==> src/rtl/urxq_pkg.sv <==
package urxq_pkg;

  typedef struct packed {
    logic       brk;
    logic       ferr;
    logic       perr;
    logic [7:0] data;
  } urxq_ent_t;

  function automatic logic [4:0] trig_level(input logic [1:0] sel);
    case (sel)
      2'b00:   trig_level = 5'd1;
      2'b01:   trig_level = 5'd4;
      2'b10:   trig_level = 5'd8;
      default: trig_level = 5'd14;
    endcase
  endfunction

endpackage

==> src/rtl/urxq_store.sv <==
module urxq_store
  import urxq_pkg::*;
#(
  parameter int DEPTH = 16
) (
  input  logic                         clk,
  input  logic                         rst,
  input  logic                         wr_en,
  input  urxq_ent_t                    wr_ent,
  input  logic                         rd_en,
  input  logic                         clr,
  input  logic                         cap_one,
  output urxq_ent_t                    head,
  output logic                         full,
  output logic                         wr_ok,
  output logic                         rd_ok,
  output logic [$clog2(DEPTH+1)-1:0]   cnt_q,
  output logic [$clog2(DEPTH+1)-1:0]   cnt_d
);
  localparam int AW = $clog2(DEPTH);
  localparam int CW = $clog2(DEPTH + 1);

  urxq_ent_t      mem [DEPTH];
  logic [AW-1:0]  wp, rp;

  function automatic logic [AW-1:0] nxt(input logic [AW-1:0] p);
    nxt = (p == AW'(DEPTH - 1)) ? '0 : p + 1'b1;
  endfunction

  assign full  = cap_one ? (cnt_q != '0) : (cnt_q == CW'(DEPTH));
  assign wr_ok = wr_en & ~full & ~clr;
  assign rd_ok = rd_en & (cnt_q != '0) & ~clr;
  assign head  = mem[rp];

  always_comb begin
    cnt_d = cnt_q;
    if (clr) cnt_d = '0;
    else if (wr_ok & ~rd_ok) cnt_d = cnt_q + 1'b1;
    else if (rd_ok & ~wr_ok) cnt_d = cnt_q - 1'b1;
  end

  always_ff @(posedge clk) begin
    if (wr_ok) mem[wp] <= wr_ent;
  end

  always_ff @(posedge clk) begin
    if (rst || clr) begin
      wp    <= '0;
      rp    <= '0;
      cnt_q <= '0;
    end else begin
      if (wr_ok) wp <= nxt(wp);
      if (rd_ok) rp <= nxt(rp);
      cnt_q <= cnt_d;
    end
  end

  // a push into a full queue leaves the occupancy unchanged
  p_drop_full_r3: assert property (@(posedge clk) disable iff (rst)
    (wr_en && full && !clr && !rd_en) |=> (cnt_q == $past(cnt_q)));
  // a read of an empty queue cannot wrap the counter
  p_empty_read_r7: assert property (@(posedge clk) disable iff (rst)
    (rd_en && cnt_q == '0 && !wr_en && !clr) |=> (cnt_q == '0));
  // clearing empties the queue
  p_clear_r6: assert property (@(posedge clk) disable iff (rst)
    clr |=> (cnt_q == '0));

endmodule

==> src/rtl/urxq_flags.sv <==
module urxq_flags
  import urxq_pkg::*;
#(
  parameter int CW = 5
) (
  input  logic          clk,
  input  logic          rst,
  input  logic [CW-1:0] cnt_d,
  input  logic [1:0]    sel_d,
  input  logic          drop,
  input  logic          stat_rd,
  output logic          drdy_q,
  output logic          trig_q,
  output logic          ovr_q
);
  always_ff @(posedge clk) begin
    if (rst) begin
      drdy_q <= 1'b0;
      trig_q <= 1'b0;
      ovr_q  <= 1'b0;
    end else begin
      drdy_q <= (cnt_d != '0);
      trig_q <= (cnt_d >= CW'(trig_level(sel_d)));
      if (drop) ovr_q <= 1'b1;
      else if (stat_rd) ovr_q <= 1'b0;
    end
  end

  // overrun holds until the status read
  p_ovr_hold_r4: assert property (@(posedge clk) disable iff (rst)
    (ovr_q && !stat_rd) |=> ovr_q);
  // a dropped character always raises overrun
  p_ovr_set_r3: assert property (@(posedge clk) disable iff (rst)
    drop |=> ovr_q);

endmodule

==> src/rtl/urxq_timeout.sv <==
module urxq_timeout #(
  parameter int CW       = 5,
  parameter int TO_CHARS = 4
) (
  input  logic          clk,
  input  logic          rst,
  input  logic          tick,
  input  logic          busy,
  input  logic          push,
  input  logic          rd_ok,
  input  logic          clr,
  input  logic [CW-1:0] cnt_q,
  input  logic          trig_q,
  output logic          to_q
);
  localparam int TW = $clog2(TO_CHARS + 1);

  logic [TW-1:0] tcnt;
  logic          restart;

  assign restart = push | rd_ok | busy | clr | (cnt_q == '0) | trig_q;

  always_ff @(posedge clk) begin
    if (rst || restart) tcnt <= '0;
    else if (tick && tcnt != TW'(TO_CHARS)) tcnt <= tcnt + 1'b1;
  end

  always_ff @(posedge clk) begin
    if (rst || rd_ok || clr) to_q <= 1'b0;
    else if (!restart && tick && tcnt == TW'(TO_CHARS - 1)) to_q <= 1'b1;
  end

  // a read always removes the timeout indication
  p_read_clears_to_r9: assert property (@(posedge clk) disable iff (rst)
    rd_ok |=> !to_q);
  // line activity keeps the timeout from rising
  p_busy_blocks_r10: assert property (@(posedge clk) disable iff (rst)
    (busy && !to_q) |=> !to_q);

endmodule

==> src/rtl/urxq_top.sv <==
module urxq_top
  import urxq_pkg::*;
#(
  parameter int DEPTH    = 16,
  parameter int TO_CHARS = 4
) (
  input  logic       clk,
  input  logic       rst,
  input  logic       rx_push,
  input  logic [7:0] rx_data,
  input  logic       rx_perr,
  input  logic       rx_ferr,
  input  logic       rx_brk,
  input  logic       rx_busy,
  input  logic       char_tick,
  input  logic       ctl_we,
  input  logic [7:0] ctl_data,
  input  logic       buf_rd,
  input  logic       stat_rd,
  output logic [7:0] buf_data,
  output logic       buf_perr,
  output logic       buf_ferr,
  output logic       buf_brk,
  output logic       data_ready,
  output logic       trig_hit,
  output logic       overrun,
  output logic       char_timeout
);
  localparam int CW = $clog2(DEPTH + 1);

  logic          en_q;
  logic [1:0]    sel_q, sel_d;
  logic          clr, full, wr_ok, rd_ok, drop;
  logic [CW-1:0] cnt_q, cnt_d;
  urxq_ent_t     in_ent, head;
  logic [3:0]    unused_ctl;

  assign unused_ctl = ctl_data[5:2];
  assign clr   = ctl_we & ctl_data[1];
  assign sel_d = ctl_we ? ctl_data[7:6] : sel_q;
  assign drop  = rx_push & full & ~clr;

  always_comb begin
    in_ent.brk  = rx_brk;
    in_ent.ferr = rx_ferr | rx_brk;
    in_ent.perr = rx_perr;
    in_ent.data = rx_brk ? 8'h00 : rx_data;
  end

  always_ff @(posedge clk) begin
    if (rst) begin
      en_q  <= 1'b0;
      sel_q <= 2'b00;
    end else if (ctl_we) begin
      en_q  <= ctl_data[0];
      sel_q <= ctl_data[7:6];
    end
  end

  urxq_store #(.DEPTH(DEPTH)) u_store (
    .clk(clk), .rst(rst), .wr_en(rx_push), .wr_ent(in_ent), .rd_en(buf_rd),
    .clr(clr), .cap_one(~en_q), .head(head), .full(full), .wr_ok(wr_ok),
    .rd_ok(rd_ok), .cnt_q(cnt_q), .cnt_d(cnt_d)
  );

  urxq_flags #(.CW(CW)) u_flags (
    .clk(clk), .rst(rst), .cnt_d(cnt_d), .sel_d(sel_d), .drop(drop),
    .stat_rd(stat_rd), .drdy_q(data_ready), .trig_q(trig_hit), .ovr_q(overrun)
  );

  urxq_timeout #(.CW(CW), .TO_CHARS(TO_CHARS)) u_to (
    .clk(clk), .rst(rst), .tick(char_tick), .busy(rx_busy), .push(wr_ok),
    .rd_ok(rd_ok), .clr(clr), .cnt_q(cnt_q), .trig_q(trig_hit), .to_q(char_timeout)
  );

  assign buf_data = head.data;
  assign buf_perr = head.perr;
  assign buf_ferr = head.ferr;
  assign buf_brk  = head.brk;

  // data ready tracks the stored occupancy
  p_ready_nonempty_r12: assert property (@(posedge clk) disable iff (rst)
    data_ready == (cnt_q != '0));
  // a stored break carries a zero character with framing error
  p_break_zero_r8: assert property (@(posedge clk) disable iff (rst)
    (data_ready && buf_brk) |-> (buf_data == 8'h00 && buf_ferr));

endmodule

==> config.mk <==
export PLATFORM = sky130hd
export DESIGN_NAME = urxq_top
export DESIGN_NICKNAME = d
export VERILOG_FILES = /design/src/rtl/urxq_pkg.sv /design/src/rtl/urxq_store.sv /design/src/rtl/urxq_flags.sv /design/src/rtl/urxq_timeout.sv /design/src/rtl/urxq_top.sv
export SDC_FILE = /design/constraint.sdc
export NUM_CORES = 1
export LEC_CHECK = 0
export BUFFER_PORTS_ARGS = -buffer_cell sky130_fd_sc_hd__buf_2
export CORE_AREA = 5 5 206 148
export CTS_CLUSTER_DIAMETER = 80
export DETAILED_ROUTE_END_ITERATION = 8
export DIE_AREA = 0 0 211 153
export GPL_ROUTABILITY_DRIVEN = 1
export HOLD_SLACK_MARGIN = 0.12
export SLEW_MARGIN = 5
export SYNTH_ARGS = -nofsm -noshare
export SYNTH_HDL_FRONTEND = slang
export SYNTH_HIERARCHICAL = 1
export SYNTH_SLANG_ARGS = --single-unit
==> constraint.sdc <==
create_clock -name clk -period 3.3 [get_ports clk]
set_input_delay 0.165 -clock clk [delete_from_list [all_inputs] [get_ports clk]]
set_output_delay 0.165 -clock clk [all_outputs]
set_load 0.02 [all_outputs]
==> impl_metrics.csv <==
group,metric,value,unit
cts,cts_setup_buffers,0,
floorplan,die_area,32300,um2
cts,htreeDepth,1,
critical_path,max_stage_delay,0.39,ns
cells_and_area,fin_util,35.3,%
cells_and_area,syn_to_final_growth,19.5,%
cells_and_area,multi_input_area,2400,um2
sta,whs,0.166,ns
floorplan,dieWidth,211,um
cts,path_clk_slew,0.06,ns
worst_hold_path,hold_path_end,"u_store/mem[3][10]$_DFFE_PP_",
critical_path,worstPathArrival,3.44,ns
power,power.leakage,3.33,nW
cells_and_area,fillCellCount,2629,
sta,final.min_clock_period,3.06,ns
sta,slew_headroom,33.5,%
routing,route.vias.total,4517,
worst_hold_path,hp-class,"in2reg",
critical_path,critical-path-top-delay-family,"simple AND/OR/NAND/NOR gates",
global_routing,grt_usage,11.0,%
synth,ys_types,53,
placement,dp_slack,0.187,ns
synth,synth.top_cells.by_count,"176 x edfxtp_1, 55 x mux4_2, 27 x dfxtp_1, 19 x inv_1",
power,clkPwrFrac,35.2,%
routing,vias_per_cell,4.85,
outcome,outcome,"completed",
floorplan,start_util,29.5,%
routing,dr.pass1.iters,5,
job,maxCapViolations,0,
placement,gp_congestion,0.776,
synth,mappedNetlistArea,8380,um2
floorplan,rows,52,
placement,io_buffers,37,
synth,ys_warn_count,6,
power,p_int,0.00502,W
synth,synth-edff-count,176,
synth,ys_async_sr_fraction,0,%
cts,root_buffer,"clkbuf_16",
power,p_sw_share,26.5,%
global_routing,grt_antenna_before_repair,0,
synth,ys_seq_area_share,69.5,%
power,combPwrFrac,21.0,%
routing,drc,0,
sta,tightest_slew,0.995,ns
critical_path,regToRegSetupSlack,0.24,ns
placement,dp_hpwl,11300,um
routing,wire_per_inst,19.2,um
cells_and_area,drive_gt1_share,29.7,%
synth,synth_area_leader_cell,"edfxtp_1",
critical_path,r2r_start,"u_store/cnt_q[0]$_SDFF_PP0_",
cts,cts_sinks,203,
synth,synth_fp_nets,499,
power,ir_drop,0.272,mV
synth,synth_top_cell_area_share,63.1,%
critical_path,reg2reg_depth,11,
sta,rsz0062_at_grt,"false",
synth,synth_cells,458,
floorplan,io_pins,42,
routing,ant_nets,0,
critical_path,critPathCaptureType,"register",
cells_and_area,antennaDiodeCount,0,
floorplan,core,28400,um2
worst_hold_path,hp-start,"rx_brk",
floorplan,fp.dieH,153,um
routing,routed-wl-met3,1010,um
sta,hold_viol_final,0,
sta,drv_slew,0,
synth,synth_top_flop_cell,"edfxtp_1",
power,switchingPower,0.00181,W
routing,m1WireLength,7990,um
critical_path,cp-start-kind,"register",
cts,clk_latency,0.50,ns
worst_hold_path,whs_path_depth,1,
global_routing,overflow,0,
sta,finalCritPeriodShare,92.9,%
global_routing,grt_max_degree,45,
sta,skew,0.0103,ns
cts,cts_buffers,22,
synth,synth.most_common_cell,"edfxtp_1",
cells_and_area,seq_area,5830,um2
cells_and_area,nets,579,
critical_path,worstPathBufferInverterCount,2,
critical_path,path_cells,"inv_1, ha_1, nor3b_2, o22a_2, clkinv_1, o211a_1, nor4_1, ha_1, and4b_1, o21ai_1, a31oi_1",
sta,finalSetupViolCount,0,
cts,cts_tree,"built",
routing,drt_iter0_drc,441,
critical_path,crit_top_cell,"ha_1",
routing,routed_wirelength,17900,um
critical_path,required,3.67,ns
power,seqPwrFrac,43.8,%
routing,highest_layer,"met4",
critical_path,slowest_stage,"nor3b_2",
synth,ys_ff_latch,203,
synth,avgSynthCellArea,18.3,um2
global_routing,grt_pass1_wl,27500,um
critical_path,rr_endpoint,"u_flags/trig_q$_SDFF_PP0_",
placement,place_area,9150,um2
sta,fin_ws,0.236,ns
cells_and_area,fin_area,10000,um2
power,power.density,683,nW/um2
cts,cts_buffer_depth,3,
synth,synth_area_leaders,"edfxtp_1 63%, mux4_2 15%, dfxtp_1 6.5%",
critical_path,critPathMaxFanout,11,
critical_path,critical_path_class,"reg2reg",
global_routing,grt_pass1_vias,4597,
routing,wl_met2,8640,um
sta,fmax,326,MHz
sta,setup_tns,0,ns
## worst max-delay path by stage
stage / start / endpoint / slack (ns) / cells past startpoint
after floorplan: u_store/cnt_q[0]$_SDFF_PP0_ / u_store/mem[3][0]$_DFFE_PP_ / 0.21 / 7
after global placement: u_store/cnt_q[0]$_SDFF_PP0_ / u_flags/trig_q$_SDFF_PP0_ / 0.29 / 11
after detailed placement: u_store/cnt_q[0]$_SDFF_PP0_ / u_flags/trig_q$_SDFF_PP0_ / 0.19 / 11
after CTS: u_store/cnt_q[0]$_SDFF_PP0_ / u_flags/trig_q$_SDFF_PP0_ / 0.17 / 11
after global routing: u_store/cnt_q[0]$_SDFF_PP0_ / u_to/tcnt[2]$_SDFFE_PP0P_ / 0.006 / 10
final: u_store/cnt_q[0]$_SDFF_PP0_ / u_flags/trig_q$_SDFF_PP0_ / 0.24 / 11
## layer usage
layer  up-vias  GRT usage (%)
met2       160           18.3
li1       2000              -
met1      2333           15.3
met3        24           1.80
met4         0           2.38
met5         -              0
## flip-flops by register name, indices dropped and copies added, names as in the netlist, named ones only
name / count
u_store/mem: 176
u_store/cnt_q: 5
u_store/rp: 4
u_store/wp: 4
u_to/tcnt: 3
sel_q: 2
en_q: 1
u_flags/drdy_q: 1
u_flags/ovr_q: 1
u_flags/trig_q: 1
u_to/to_q: 1
## stage by stage
| stage | total power [W] | cells |
|---|---|---|
| floorplan | 0.00407 | 458 |
| global placement | 0.00439 | 878 |
| detailed placement | 0.00445 | 878 |
| CTS | 0.00689 | 931 |
| global route | 0.00715 | 931 |
| finish | 0.00683 | 931 |
## worst register-to-register path: stages, from the launching register on
cell and delay, ns:
dfxtp_1 0.37, inv_1 0.13, ha_1 0.23, nor3b_2 0.40, o22a_2 0.37, clkinv_1 0.13, o211a_1 0.23, nor4_1 0.37
ha_1 0.30, and4b_1 0.21, o21ai_1 0.09, a31oi_1 0.11
## power by group through the flow
stage / Combinational [W] / Clock [W] / Sequential, W
global route: 0.00155 / 0.00260 / 0.00301
floorplan: 0.00104 / 0 / 0.00303
detailed placement: 0.00140 / 0 / 0.00305
finish: 0.00143 / 0.00240 / 0.00300
CTS: 0.00143 / 0.00247 / 0.00299
global placement: 0.00135 / 0 / 0.00304
## cells in the final DEF (no fill, tap or decap), types with 4 or more instances in the layout
| master | instances |
|---|---|
| a21oi_1 | 10 |
| and2_1 | 10 |
| and3_1 | 12 |
| buf_2 | 37 |
| buf_4 | 21 |
| clkbuf_1 | 7 |
| clkbuf_16 | 22 |
| clkinv_2 | 5 |
| dfxtp_1 | 25 |
| dlygate4sd3_1 | 14 |
| edfxtp_1 | 176 |
| ha_1 | 14 |
| inv_1 | 19 |
| mux2i_1 | 7 |
| mux4_2 | 55 |
| nand2_1 | 14 |
| nand2b_1 | 4 |
| nand3_1 | 7 |
| nor2_1 | 14 |
| nor2b_1 | 9 |
| nor3_1 | 4 |
| o21ai_0 | 8 |
## logic make-up after synthesis
group / synth area share, %
AO/OA/AOI/OAI: 3.36
XOR/XNOR: 0.314
adder cells (fa/ha/maj): 2.09
buffers and inverters: 1.94
flip-flops: 69.5
multiplexers: 16.1
AND/OR/NAND/NOR: 6.63
## layout make-up
| cell class | count | area share [%] |
|---|---|---|
| Multi-Input combinational cell | 217 | 23.9 |
| Inverter | 20 | 0.750 |
| Clock buffer | 29 | 5.76 |
| Sequential cell | 203 | 58.2 |
| Tap cell | 378 | 4.73 |
| Timing Repair Buffer | 74 | 5.23 |
| Clock inverter | 10 | 1.35 |
## timing repair
action                                 in CTS  in global routing
endpoints found under the hold margin      28                  0
resized for setup                           0                  1
setup endpoints to repair                   0                  2
hold buffers                               14                  0
Power figures use the tool's default switching activity.
